==> src/rtl/muxaddr_dram_pkg.sv <==
package muxaddr_dram_pkg;

  // Strobes from control to datapath, one per datapath action.
  typedef struct packed {
    logic loadRow;    // copy addressed array row into row buffer
    logic colRead;    // drive selected buffer supercell on read bus
    logic colWrite;   // load dataIn into selected buffer supercell
    logic writeBack;  // store row buffer into open array row
    logic refOpen;    // copy refresh row into refresh buffer
    logic refWb;      // store refresh buffer back into refresh row
  } dramStrobes_t;

  typedef enum logic [1:0] {
    EXT_IDLE = 2'd0,
    EXT_OPEN = 2'd1,
    EXT_WB   = 2'd2
  } extState_t;

  typedef enum logic {
    REF_IDLE = 1'b0,
    REF_WB   = 1'b1
  } refState_t;

endpackage

==> src/rtl/muxaddr_dram_ctrl.sv <==
module muxaddr_dram_ctrl
  import muxaddr_dram_pkg::*;
#(
  parameter int ROW_BITS   = 2,
  parameter int REF_PERIOD = 64
) (
  input  logic                clk,
  input  logic                rstN,
  input  logic                rowStrobe,
  input  logic                colStrobe,
  input  logic                writeEn,
  input  logic [ROW_BITS-1:0] addr,
  output dramStrobes_t        stb,
  output logic [ROW_BITS-1:0] openRow,
  output logic [ROW_BITS-1:0] refRow,
  output logic                extOpen,
  output logic                protoErr
);

  localparam int ROWS         = 1 << ROW_BITS;
  localparam int REF_INTERVAL = (REF_PERIOD / ROWS) < 2 ? 2 : (REF_PERIOD / ROWS);
  localparam int TMR_W        = $clog2(REF_INTERVAL);

  extState_t         extState, extNext;
  refState_t         refState;
  logic              refPending;
  logic              refStart;
  logic              tmrWrap;
  logic              errNext;
  logic [TMR_W-1:0]  refTimer;

  // External access sequencing: row phase, column phase, write-back.
  always_comb begin
    stb     = '0;
    extNext = extState;
    case (extState)
      EXT_IDLE: begin
        if (rowStrobe) begin
          stb.loadRow = 1'b1;
          extNext     = EXT_OPEN;
        end
      end
      EXT_OPEN: begin
        if (colStrobe) begin
          stb.colWrite = writeEn;
          stb.colRead  = !writeEn;
          extNext      = EXT_WB;
        end
      end
      EXT_WB: begin
        stb.writeBack = 1'b1;
        extNext       = EXT_IDLE;
      end
      default: extNext = EXT_IDLE;
    endcase
    stb.refOpen = refStart;
    stb.refWb   = (refState == REF_WB);
  end

  assign refStart = refPending && (extState == EXT_IDLE) && (refState == REF_IDLE);
  assign tmrWrap  = (refTimer == TMR_W'(REF_INTERVAL - 1));
  assign errNext  = (colStrobe && (extState != EXT_OPEN)) ||
                    (rowStrobe && (extState != EXT_IDLE));
  assign extOpen  = (extState == EXT_OPEN);

  always_ff @(posedge clk) begin
    if (!rstN) begin
      extState <= EXT_IDLE;
      openRow  <= '0;
      protoErr <= 1'b0;
    end else begin
      extState <= extNext;
      protoErr <= errNext;
      if (stb.loadRow) openRow <= addr;
    end
  end

  // Refresh pacing and round-robin row counter.
  always_ff @(posedge clk) begin
    if (!rstN) begin
      refTimer   <= '0;
      refPending <= 1'b0;
      refState   <= REF_IDLE;
      refRow     <= '0;
    end else begin
      refTimer <= tmrWrap ? '0 : refTimer + 1'b1;
      if (refStart) refPending <= 1'b0;
      if (tmrWrap)  refPending <= 1'b1;
      case (refState)
        REF_IDLE: if (refStart) refState <= REF_WB;
        REF_WB: begin
          refState <= REF_IDLE;
          refRow   <= refRow + 1'b1;
        end
        default: refState <= REF_IDLE;
      endcase
    end
  end

endmodule

==> src/rtl/muxaddr_dram_datapath.sv <==
module muxaddr_dram_datapath
  import muxaddr_dram_pkg::*;
#(
  parameter int ROW_BITS = 2,
  parameter int WIDTH    = 8
) (
  input  logic                clk,
  input  logic                rstN,
  input  dramStrobes_t        stb,
  input  logic [ROW_BITS-1:0] addr,
  input  logic [ROW_BITS-1:0] openRow,
  input  logic [ROW_BITS-1:0] refRow,
  input  logic [WIDTH-1:0]    dataIn,
  output logic [WIDTH-1:0]    dataOut,
  output logic                dataOe
);

  localparam int ROWS = 1 << ROW_BITS;
  localparam int COLS = ROWS;

  typedef logic [COLS-1:0][WIDTH-1:0] rowWord_t;

  rowWord_t cells [ROWS];
  rowWord_t rowBuf;
  rowWord_t refBuf;

  // Storage array: no reset, contents undefined until written.
  // External write-back is placed last so it wins on a shared row.
  always_ff @(posedge clk) begin
    if (stb.refWb)     cells[refRow]  <= refBuf;
    if (stb.writeBack) cells[openRow] <= rowBuf;
  end

  // Row buffer: whole-row load on the row phase, one supercell on a write.
  always_ff @(posedge clk) begin
    if (stb.loadRow) begin
      rowBuf <= cells[addr];
    end else if (stb.colWrite) begin
      for (int c = 0; c < COLS; c++) begin
        if (addr == ROW_BITS'(c)) rowBuf[c] <= dataIn;
      end
    end
  end

  // Private refresh buffer so refresh never disturbs the external row.
  always_ff @(posedge clk) begin
    if (stb.refOpen) refBuf <= cells[refRow];
  end

  // Registered read port.
  always_ff @(posedge clk) begin
    if (!rstN) begin
      dataOe  <= 1'b0;
      dataOut <= '0;
    end else begin
      dataOe  <= stb.colRead;
      dataOut <= stb.colRead ? rowBuf[addr] : '0;
    end
  end

endmodule

==> src/rtl/muxaddr_dram.sv <==
module muxaddr_dram
  import muxaddr_dram_pkg::*;
#(
  parameter int ROW_BITS   = 2,
  parameter int WIDTH      = 8,
  parameter int REF_PERIOD = 64
) (
  input  logic                clk,
  input  logic                rstN,
  input  logic                rowStrobe,
  input  logic                colStrobe,
  input  logic                writeEn,
  input  logic [ROW_BITS-1:0] addr,
  input  logic [WIDTH-1:0]    dataIn,
  output logic [WIDTH-1:0]    dataOut,
  output logic                dataOe,
  output logic                protoErr
);

  dramStrobes_t        stb;
  logic [ROW_BITS-1:0] openRow;
  logic [ROW_BITS-1:0] refRow;
  logic                extOpen;

  muxaddr_dram_ctrl #(
    .ROW_BITS  (ROW_BITS),
    .REF_PERIOD(REF_PERIOD)
  ) u_ctrl (
    .clk      (clk),
    .rstN     (rstN),
    .rowStrobe(rowStrobe),
    .colStrobe(colStrobe),
    .writeEn  (writeEn),
    .addr     (addr),
    .stb      (stb),
    .openRow  (openRow),
    .refRow   (refRow),
    .extOpen  (extOpen),
    .protoErr (protoErr)
  );

  muxaddr_dram_datapath #(
    .ROW_BITS(ROW_BITS),
    .WIDTH   (WIDTH)
  ) u_dp (
    .clk    (clk),
    .rstN   (rstN),
    .stb    (stb),
    .addr   (addr),
    .openRow(openRow),
    .refRow (refRow),
    .dataIn (dataIn),
    .dataOut(dataOut),
    .dataOe (dataOe)
  );

endmodule

==> config.mk <==
export PLATFORM = sky130hd
export DESIGN_NAME = muxaddr_dram
export DESIGN_NICKNAME = d
export VERILOG_FILES = /design/src/rtl/muxaddr_dram_pkg.sv /design/src/rtl/muxaddr_dram_ctrl.sv /design/src/rtl/muxaddr_dram_datapath.sv /design/src/rtl/muxaddr_dram.sv
export SDC_FILE = /design/constraint.sdc
export NUM_CORES = 1
export LEC_CHECK = 0
export BUFFER_PORTS_ARGS = -buffer_cell sky130_fd_sc_hd__buf_2
export CAP_MARGIN = 20
export CORE_MARGIN = 2
export CORE_UTILIZATION = 63
export DETAILED_ROUTE_END_ITERATION = 6
export PLACE_DENSITY = 0.8
export SKIP_CTS_REPAIR_TIMING = 1
export SLEW_MARGIN = 20
export SYNTH_ARGS = -nofsm -noshare
export SYNTH_HDL_FRONTEND = slang
export SYNTH_HIERARCHICAL = 1
export SYNTH_SLANG_ARGS = --single-unit
==> constraint.sdc <==
create_clock -name clk -period 4 [get_ports clk]
set_input_delay 0.6 -clock clk [delete_from_list [all_inputs] [get_ports clk]]
set_output_delay 0.6 -clock clk [all_outputs]
set_load 0.03 [all_outputs]
==> results of run 1 <==
## layout make-up
| class | count | area share [%] |
|---|---|---|
| sequential | 214 | 55.1 |
| multi-input combinational | 336 | 33.7 |
| clock buffer | 33 | 5.70 |
| tap | 216 | 2.40 |
| timing repair buffer | 41 | 2.22 |
| clock inverter | 9 | 0.855 |
| inverter | 2 | 0.0666 |
## per-layer routing
layer | wire [um] | vias to the layer above | track usage (%) | share of wire, %
met5 | 0 | - | 0 | 0
met4 | 517 | 0 | 8.21 | 2.2
met3 | 1310 | 42 | 3.59 | 5.6
met2 | 12000 | 224 | 46.1 | 51
met1 | 9580 | 3048 | 36.9 | 41
li1 | - | 2472 | - | -
## how the worst max path moves through the flow
stage / end / cells past startpoint / slack, ns / start
final: u_dp/cells[0][25]$_DFFE_PP_ / 3 / 1.51 / u_ctrl/refRow[0]$_SDFFE_PN0P_
after global routing: u_dp/cells[0][8]$_DFFE_PP_ / 3 / 1.30 / u_ctrl/refRow[0]$_SDFFE_PN0P_
after CTS: u_dp/cells[0][5]$_DFFE_PP_ / 3 / 1.48 / u_ctrl/refRow[0]$_SDFFE_PN0P_
after detailed placement: u_dp/dataOut[0]$_SDFF_PN0_ / 4 / 1.33 / addr[0]
after global placement: u_dp/dataOut[1]$_SDFF_PN0_ / 4 / 1.36 / addr[0]
after floorplan: u_dp/cells[1][0]$_DFFE_PP_ / 4 / 0.39 / u_ctrl/refRow[0]$_SDFFE_PN0P_
## Yosys cell counts, drive strengths merged (4+ instances only)
library cell  count
edfxtp          192
mux2            129
mux2i            66
mux4             40
o221ai           32
buf              30
dfxtp            22
and2             13
nand2b           11
clkbuf           10
nand2             8
nor2b             5
o21bai            4
## cells in the final DEF, fill, tap and decap left out, drive strengths merged, types with 6 or more instances in the layout
master | netlist | final
dfxtp | 22 | 22
mux2i | 66 | 66
o221ai | 32 | 32
mux4 | 40 | 40
clkbuf | 10 | 33
buf | 30 | 41
mux2 | 129 | 129
clkinv | 0 | 6
and2 | 13 | 13
edfxtp | 192 | 192
nand2 | 8 | 8
nand2b | 11 | 11
## sequential cells by signal (all words and copies together) (netlist names)
signal / flops
u_ctrl/refPending: 1
u_dp/cells: 128
u_dp/dataOut: 8
u_ctrl/openRow: 2
u_dp/refBuf: 32
u_ctrl/extState: 2
u_ctrl/refTimer: 4
u_dp/dataOe: 1
u_ctrl/refRow: 2
u_ctrl/protoErr: 1
u_ctrl/refState: 1
u_dp/rowBuf: 32
## cells by family (layout without fill, tap and decap cells)
kind of cell	after synthesis	count (layout)	share of synthesized area (%)
simple gates	54	54	3.56
mux	235	235	29.4
fa+ha+maj	1	1	0.122
compound gates	43	43	3.50
flops	214	214	60.5
xor+xnor	3	3	0.256
buf+inv	42	85	2.72
## power breakdown
part           total (uW)  internal [uW]  switching [uW]
Sequential           2530           2470            55.6
Clock                2090           1250             846
Combinational         226           98.8             128
## stage by stage
stage	hold WS (ns)	total power [uW]	instance area [um2]
after floorplan	0.430	2710	10300
after global placement	0.440	2780	10500
after detailed placement	0.456	2790	10500
after CTS	0.377	4870	11300
after global routing	0.392	4970	11300
final	0.392	4840	11300
==> metrics.md, run 1 <==
| Metric | Value |
|---|---|
| Post-detailed-placement half-perimeter wirelength | `13500 um` |
| Final Net Count | `634` |
| Hold-critical path depth | `2` |
| Startpoint types | `flip-flop` |
| Starting density of the core | `64.6%` |
| Fmax | `402 MHz` |
| Diodes inserted | `0` |
| Input/output buffers | `24` |
| Final worst slack | `1.51 ns` |
| Max-Cap Viols | `0` |
| Skew final | `0.0146 ns` |
| Routed WL per cell | `27.5 um` |
| Cells after DPL | `809` |
| Final cycle utilization of the critical path | `62.2%` |
| Area of the multi-input gates | `3800 um2` |
| Total power divided by cell area | `430 nW/um2` |
| FF-to-FF Start | `u_ctrl/refRow[0]$_SDFFE_PN0P_` |
| Antenna-violating nets left | `0` |
| H-tree depth | `1` |
| Area delta synth->final | `9.85%` |
| Yosys Warn Count | `6` |
| Vias in the first global route | `6142` |
| IO Count | `25` |
| Worst stage delay on the critical path | `0.72 ns` |
| Post-synthesis async set-or-reset flop share | `0%` |
| Hold_sp | `colStrobe` |
| Top_reg_cell synth | `edfxtp_1` |
| Crit path kind | `reg2reg` |
| Avg Cell Area, Syn | `17.3 um2` |
| Initial DRC Count | `474` |
| Filler cell count | `1043` |
| Largest net degree at the start of global routing | `54` |
| Total GRT Usage | `27.1%` |
| Core area | `15900 um2` |
| Hold Path Class | `in2reg` |
| Worst Path Arrival | `2.58 ns` |
| Relative slew slack | `23.1%` |
| CTS max path bufs | `3` |
| Max Slew Vio Count | `0` |
| Sequential fraction of the synthesis area | `60.5%` |
| First-pass GRT wire length | `35800 um` |
| Residual DRC | `0` |
| Hold path endpoint | `u_ctrl/extState[1]$_SDFFE_PN0P_` |
| Final core occ | `71.0%` |
| Skew-Pair Late Insertion Delay | `0.51 ns` |
| CTS tree | `done` |
| R2r worst-path depth | `3` |
| Post-Place Setup Slack | `1.33 ns` |
| Hold Fails Final Rpt | `0` |
| LEAKAGE | `0.00389 uW` |
| Fin crit period | `2.49 ns` |
| FF-to-FF setup slack | `1.51 ns` |
| FF/Latch Area | `6210 um2` |
| Setup_tns | `0 ns` |
| Drt pass-1 iters | `6` |
| Worst Setup End Kind | `flip-flop` |
| Row count | `46` |
| Cts bufs inserted | `23` |
| RSZ-0062 raised after global routing | `no` |
| Placer congestion estimate | `0.768` |
| Crit-path cells | `buf_4, nor3b_1, or2_2` |
| Actual slew at the worst max-slew pin | `1.15 ns` |
| Post-Layout Cell Count | `851` |
| Critical path fanouts, max | `32` |
| Required @ worst endpoint | `4.09 ns` |
| Final setup fails | `0` |
| Die width | `132 um` |
| Post-synth EDFFs | `192` |
| Synth area leaders | `edfxtp_1 56%, mux2_2 14%, mux4_2 8.8%` |
| Gr ovfl total | `0` |
| Yosys cell types | `39` |
| VDD IR-drop max | `0.320 mV` |
| Initial antenna violation count | `0` |
| Clock root buffer | `clkbuf_16` |
| Syn nets | `608` |
| Die ar. | `17300 um2` |
| Mapped cell area | `10300 um2` |
| Post-synthesis cell count | `592` |
| RR Endpoint | `u_dp/cells[0][25]$_DFFE_PP_` |
| Share of cells above drive strength 1 | `39.5%` |
| Status | `completed` |
| Synth area leader | `edfxtp_1` |
| CP Buf/Inv Count | `1` |
| Top delay family on crit path | `simple AND/OR/NAND/NOR gates` |
| Slowest CP cell | `or2_2` |
| Post-DR vias/cell | `6.80` |
| Top-area cell type share of the netlist area | `56.2%` |
| Clock-pin slew on the worst setup and hold paths | `0.06 ns` |
| Height of the die | `132 um` |
| Via count | `5786` |
| Clock Sinks | `214` |
| Final wirelength | `23400 um` |
| #FFs+latches synth | `214` |
Note: power is estimated with default switching activity, not from simulation.
==> run 2: changes to the inputs <==
- CORE_UTILIZATION: 63 -> 57
- PLACE_DENSITY: 0.8 -> 0.77
- clock period: 4 -> 2.1 ns (I/O delays scaled with it)
==> metrics.md, run 2 (synthesis gave the netlist of run 1 again) <==
| Metric | Value |
|---|---|
| Crit path capture | `u_dp/cells[0][8]$_DFFE_PP_` |
| Actual slew at the worst max-slew pin | `0.564 ns` |
| Status | `completed` |
| R2r worst-path depth | `5` |
| Critical Path Source | `u_ctrl/extState[1]$_SDFFE_PN0P_` |
| Startpoint types | `flip-flop` |
| FF-to-FF setup slack | `0.21 ns` |
| Gr ovfl total | `0` |
| Post-Layout Cell Count | `888` |
| Commonest non-fill, non-tap cell in the layout | `edfxtp_1` |
| Clock-pin slew on the worst setup and hold paths | `0.06 ns` |
| Diodes inserted | `0` |
| Share of cells above drive strength 1 | `42.3%` |
| Initial antenna violation count | `0` |
| Starting density of the core | `57.5%` |
| Final Net Count | `661` |
| Clock root buffer | `clkbuf_16` |
| Hold Fails Final Rpt | `0` |
| Hold_ws | `0.122 ns` |
| Skew-Pair Late Insertion Delay | `0.50 ns` |
| Row count | `49` |
| Core area | `17800 um2` |
| Post-detailed-placement half-perimeter wirelength | `15000 um` |
| Routed WL per cell | `27.6 um` |
| H-tree depth | `1` |
| Max reg flops | `128` |
| Largest net degree at the start of global routing | `35` |
| Cts bufs inserted | `22` |
| Drt pass-1 iters | `5` |
| Input/output buffers | `24` |
| Post-DR vias/cell | `6.68` |
| Residual DRC | `0` |
| Max Slew Vio Count | `0` |
| Hold Path Class | `in2reg` |
| RSZ-0062 raised after global routing | `no` |
| Area delta synth->final | `13.1%` |
| Fmax | `529 MHz` |
| Commonest non-fill, non-tap cells in the layout | `192 x edfxtp_1, 126 x mux2_2, 66 x mux2i_1` |
| Area of the multi-input gates | `3800 um2` |
| Top flop regs | `u_dp/cells x128, u_dp/refBuf x32, u_dp/rowBuf x32` |
| Crit path kind | `reg2reg` |
| Fin crit period | `1.89 ns` |
| Antenna-violating nets left | `0` |
| Required @ worst endpoint | `2.30 ns` |
| Final cycle utilization of the critical path | `90.1%` |
| FF/Latch Area | `6210 um2` |
| Die ar. | `19100 um2` |
| GRT Max-Usage Layer | `met2` |
| Clock Sinks | `214` |
| Vias in the first global route | `6295` |
| CTS max path bufs | `3` |
| Max-Cap Viols | `0` |
| GR Util met2 | `44.2%` |
| RR Endpoint | `u_dp/cells[0][8]$_DFFE_PP_` |
| Total GRT Usage | `25.9%` |
| Die width | `138 um` |
| Relative slew slack | `62.4%` |
| Final setup fails | `0` |
| CTS tree | `done` |
| LEAKAGE | `0.00405 uW` |
| Worst Setup End Kind | `flip-flop` |
| Largest register by flop count | `u_dp/cells` |
| First-pass GRT wire length | `37500 um` |
| Skew final | `0.0108 ns` |
| Placer congestion estimate | `0.796` |
| Critical path fanouts, max | `33` |
| Met1 usage | `34.8%` |
| Via count | `5928` |
| FF-to-FF Start | `u_ctrl/extState[1]$_SDFFE_PN0P_` |
| Worst Path Arrival | `2.09 ns` |
| Final wirelength | `24500 um` |
| Cells after DPL | `850` |
| Initial DRC Count | `421` |
| IO Count | `25` |
| VDD IR-drop max | `0.850 mV` |
| Height of the die | `138 um` |
| Total power divided by cell area | `780 nW/um2` |
| Filler cell count | `1200` |
| Met3 usage in global routing | `4.19%` |
==> run 2: cell count changes in the layout (fill, tap and decap cells not counted), sizes merged <==
cell,delta
bufinv,-1
clkbuf,-3
buf,+28
inv,-1
clkinv,+1
==> run 2: routing by layer <==
| layer | vias up | part of all wire (%) |
|---|---|---|
| met5 | - | 0 |
| met4 | 0 | 2.4 |
| met3 | 42 | 6.0 |
| met2 | 232 | 51 |
| met1 | 3131 | 41 |
| li1 | 2523 | - |
==> run 2: worst max-delay path: stages (launching register included) <==
cell and delay (ns):
dfxtp_1 0.34, nor2b_1 0.28, nor3b_4 0.28, buf_12 0.27, or2_4 0.19, buf_4 0.22
==> run 2: power by group <==
group | internal, uW | switching, uW
Clock | 2190 | 1580
Sequential | 4700 | 100
Combinational | 215 | 270
==> run 2: stage by stage <==
| step | util (%) | setup slack, ns | power [uW] | area [um2] | TNS (ns) |
|---|---|---|---|---|---|
| 3_3_place_gp | 61.2 | 0.264 | 5340 | 10900 | 0 |
| 2_1_floorplan | - | -0.0570 | 5150 | 10300 | -1.82 |
| 4_1_cts | 65.0 | 0.212 | 9080 | 11600 | 0 |
| 5_1_grt | 65.0 | 0.0930 | 9290 | 11600 | 0 |
| 6_report | 65.0 | 0.209 | 9050 | 11600 | 0 |
| 3_5_place_dp | 61.2 | 0.244 | 5370 | 10900 | 0 |
==> run 2: how the worst min path moves through the flow <==
stage                                        start                              end  cells past startpoint
finish                                   colStrobe  u_ctrl/extState[1]$_SDFFE_PN0P_                      2
global route                             colStrobe  u_ctrl/extState[1]$_SDFFE_PN0P_                      2
CTS                                      colStrobe  u_ctrl/extState[1]$_SDFFE_PN0P_                      2
detailed placement  u_ctrl/refPending$_SDFFE_PN0P_   u_ctrl/refPending$_SDFFE_PN0P_                      2
global placement     u_ctrl/refTimer[0]$_SDFF_PP0_    u_ctrl/refTimer[0]$_SDFF_PP0_                      1
floorplan            u_ctrl/refTimer[0]$_SDFF_PP0_    u_ctrl/refTimer[0]$_SDFF_PP0_                      1
==> run 2: area by class of cell <==
type	instances	area share [%]
clock inverter	8	0.539
multi-input combinational	336	32.8
tap	229	2.47
inverter	2	0.0647
sequential	214	53.5
clock buffer	30	5.36
timing repair buffer	69	5.26
==> run 3: changes to the inputs <==
- PLACE_DENSITY: 0.77 -> 0.88
- TNS_END_PERCENT: default -> 100
==> metrics.md, run 3 (synthesis gave the netlist of run 1 again) <==
| Metric | Value |
|---|---|
| Crit path kind | `reg2reg` |
| Commonest non-fill, non-tap cell in the layout | `edfxtp_1` |
| FF/Latch Area | `6210 um2` |
| Residual DRC | `0` |
| First-pass GRT wire length | `37400 um` |
| VDD IR-drop max | `1.08 mV` |
| GR Util met2 | `44.6%` |
| Actual slew at the worst max-slew pin | `0.502 ns` |
| RSZ-0062 raised after global routing | `no` |
| Cells after DPL | `845` |
| Comb pwr share | `5.1%` |
| Total GRT Usage | `25.5%` |
| IO Count | `25` |
| Worst Path Arrival | `2.22 ns` |
| Starting density of the core | `57.5%` |
| Filler cell count | `1155` |
| Switching share of power | `21.3%` |
| Relative slew slack | `66.5%` |
| Area delta synth->final | `13.6%` |
| Row count | `49` |
| Initial antenna violation count | `0` |
| Drt pass-1 iters | `5` |
| Post-detailed-placement half-perimeter wirelength | `14600 um` |
| Final wirelength | `24300 um` |
| R2r worst-path depth | `5` |
| Post-Place Setup Slack | `0.150 ns` |
| Met3 usage in global routing | `4.16%` |
| Status | `completed` |
| Hold Path Class | `in2reg` |
| Placed Area | `10900 um2` |
| Post-DR vias/cell | `6.84` |
| LEAKAGE | `0.00408 uW` |
| GRT Max-Usage Layer | `met2` |
| Max Slew Vio Count | `0` |
| Startpoint types | `flip-flop` |
| Fin crit period | `2.02 ns` |
| Final worst slack | `0.0813 ns` |
| Hold_sp | `rowStrobe` |
| Max-Cap Viols | `0` |
| Worst stage delay on the critical path | `0.40 ns` |
| Met1 usage | `31.7%` |
| Pint | `7470 uW` |
| Slowest CP cell | `dfxtp_1` |
| Top delay family on crit path | `simple AND/OR/NAND/NOR gates` |
| Largest register by flop count | `u_dp/cells` |
| Hold path endpoint | `u_ctrl/protoErr$_SDFF_PN0_` |
| CTS tree | `done` |
| Cell mode on critical path | `buf_12` |
| Cts bufs inserted | `23` |
| Final Net Count | `657` |
| CP Buf/Inv Count | `2` |
| Critical path fanouts, max | `33` |
| Post-route cell area | `11700 um2` |
| Sequential Power Share | `50.6%` |
| RR Endpoint | `u_dp/cells[0][8]$_DFFE_PP_` |
| Vias in the first global route | `6565` |
| Placer congestion estimate | `0.806` |
| Max reg flops | `128` |
| Top flop regs | `u_dp/cells x128, u_dp/refBuf x32, u_dp/rowBuf x32` |
| Worst Setup End Kind | `flip-flop` |
| Gr ovfl total | `0` |
| Antenna-violating nets left | `0` |
| Input/output buffers | `24` |
| Largest net degree at the start of global routing | `42` |
| Clock-pin slew on the worst setup and hold paths | `0.06 ns` |
| Commonest non-fill, non-tap cells in the layout | `192 x edfxtp_1, 126 x mux2_2, 66 x mux2i_1` |
| Fmax | `495 MHz` |
| Hold_ws | `0.119 ns` |
| Crit-path cells | `nor2b_1, nor3b_4, buf_12, or2_4, buf_12` |
| CTS max path bufs | `3` |
| Via count | `6068` |
| FF-to-FF Start | `u_ctrl/extState[0]$_SDFFE_PN0P_` |
| Initial DRC Count | `584` |
| Hold-critical path depth | `2` |
| FF-to-FF setup slack | `0.08 ns` |
| Clock power frac | `44.3%` |
| Share of cells above drive strength 1 | `42.9%` |
| Final setup fails | `0` |
| Die width | `138 um` |
| Hold Fails Final Rpt | `0` |
| Clock Sinks | `214` |
| Clock root buffer | `clkbuf_16` |
| Post-Layout Cell Count | `887` |
| Area of the multi-input gates | `3800 um2` |
| Total power divided by cell area | `815 nW/um2` |
| H-tree depth | `1` |
| Die ar. | `19100 um2` |
| Final cycle utilization of the critical path | `96.1%` |
| Required @ worst endpoint | `2.30 ns` |
| Routed WL per cell | `27.3 um` |
| Skew final | `0.0237 ns` |
| Height of the die | `138 um` |
| Diodes inserted | `0` |
| Psw | `2030 uW` |
| Skew-Pair Late Insertion Delay | `0.52 ns` |
| Core area | `17800 um2` |
==> run 3: cell types whose count changed in the layout (fill, tap and decap cells not counted) <==
cell        before  now
buf_12          12   10
buf_4           34   31
bufinv_16        1    2
clkbuf_1         5    2
clkbuf_16       23   26
clkinv_1         2    1
clkinv_2         5    6
clkinvlp_4       0    2
inv_6            0    1
==> run 3: how the worst max path moves through the flow <==
| stage | slack (ns) | end | startpoint | depth (start not counted) |
|---|---|---|---|---|
| after floorplan | -0.06 | u_dp/cells[1][0]$_DFFE_PP_ | u_ctrl/refRow[0]$_SDFFE_PN0P_ | 4 |
| after global placement | 0.20 | u_dp/cells[0][0]$_DFFE_PP_ | u_ctrl/extState[0]$_SDFFE_PN0P_ | 5 |
| after detailed placement | 0.15 | u_dp/cells[0][14]$_DFFE_PP_ | u_ctrl/extState[0]$_SDFFE_PN0P_ | 5 |
| after CTS | 0.11 | u_dp/cells[0][8]$_DFFE_PP_ | u_ctrl/extState[0]$_SDFFE_PN0P_ | 5 |
| after global routing | 0.007 | u_dp/cells[0][8]$_DFFE_PP_ | u_ctrl/extState[0]$_SDFFE_PN0P_ | 5 |
| final | 0.08 | u_dp/cells[0][8]$_DFFE_PP_ | u_ctrl/extState[0]$_SDFFE_PN0P_ | 5 |
==> run 3: through the flow <==
step	util [%]	TNS (ns)	power (uW)
6_report	65.3	0	9500
5_1_grt	65.3	0	9750
4_1_cts	65.3	0	9540
3_5_place_dp	60.8	0	5360
3_3_place_gp	60.8	0	5330
2_1_floorplan	-	-1.82	5150
==> run 3: worst register-to-register path: cells and delay by family (launching register included) <==
| kind | cells | cell delay, ns |
|---|---|---|
| buffers and inverters | 2 | 0.44 |
| AND/OR/NAND/NOR | 3 | 0.88 |
| flip-flops | 1 | 0.40 |
==> run 3: metal layers <==
layer	wire [um]	part of all wire, %
met5	0	0
met4	935	3.9
met3	1940	8.0
met2	12500	51
met1	8900	37
==> run 3: power by group through the flow <==
stage	clock (uW)	combinational, uW	sequential (uW)
floorplan	0	297	4860
global placement	0	450	4880
detailed placement	0	470	4890
CTS	4260	475	4800
global route	4430	503	4810
finish	4210	480	4810
==> run 3: layout make-up <==
class                   instances  share of cell area, %
clock buffers                  30                   5.88
flip-flops and latches        214                   53.3
multi-input cells             336                   32.6
inverters                       2                 0.0644
well taps                     229                   2.46
repair buffers                 64                   4.70
clock inverters                12                   1.01
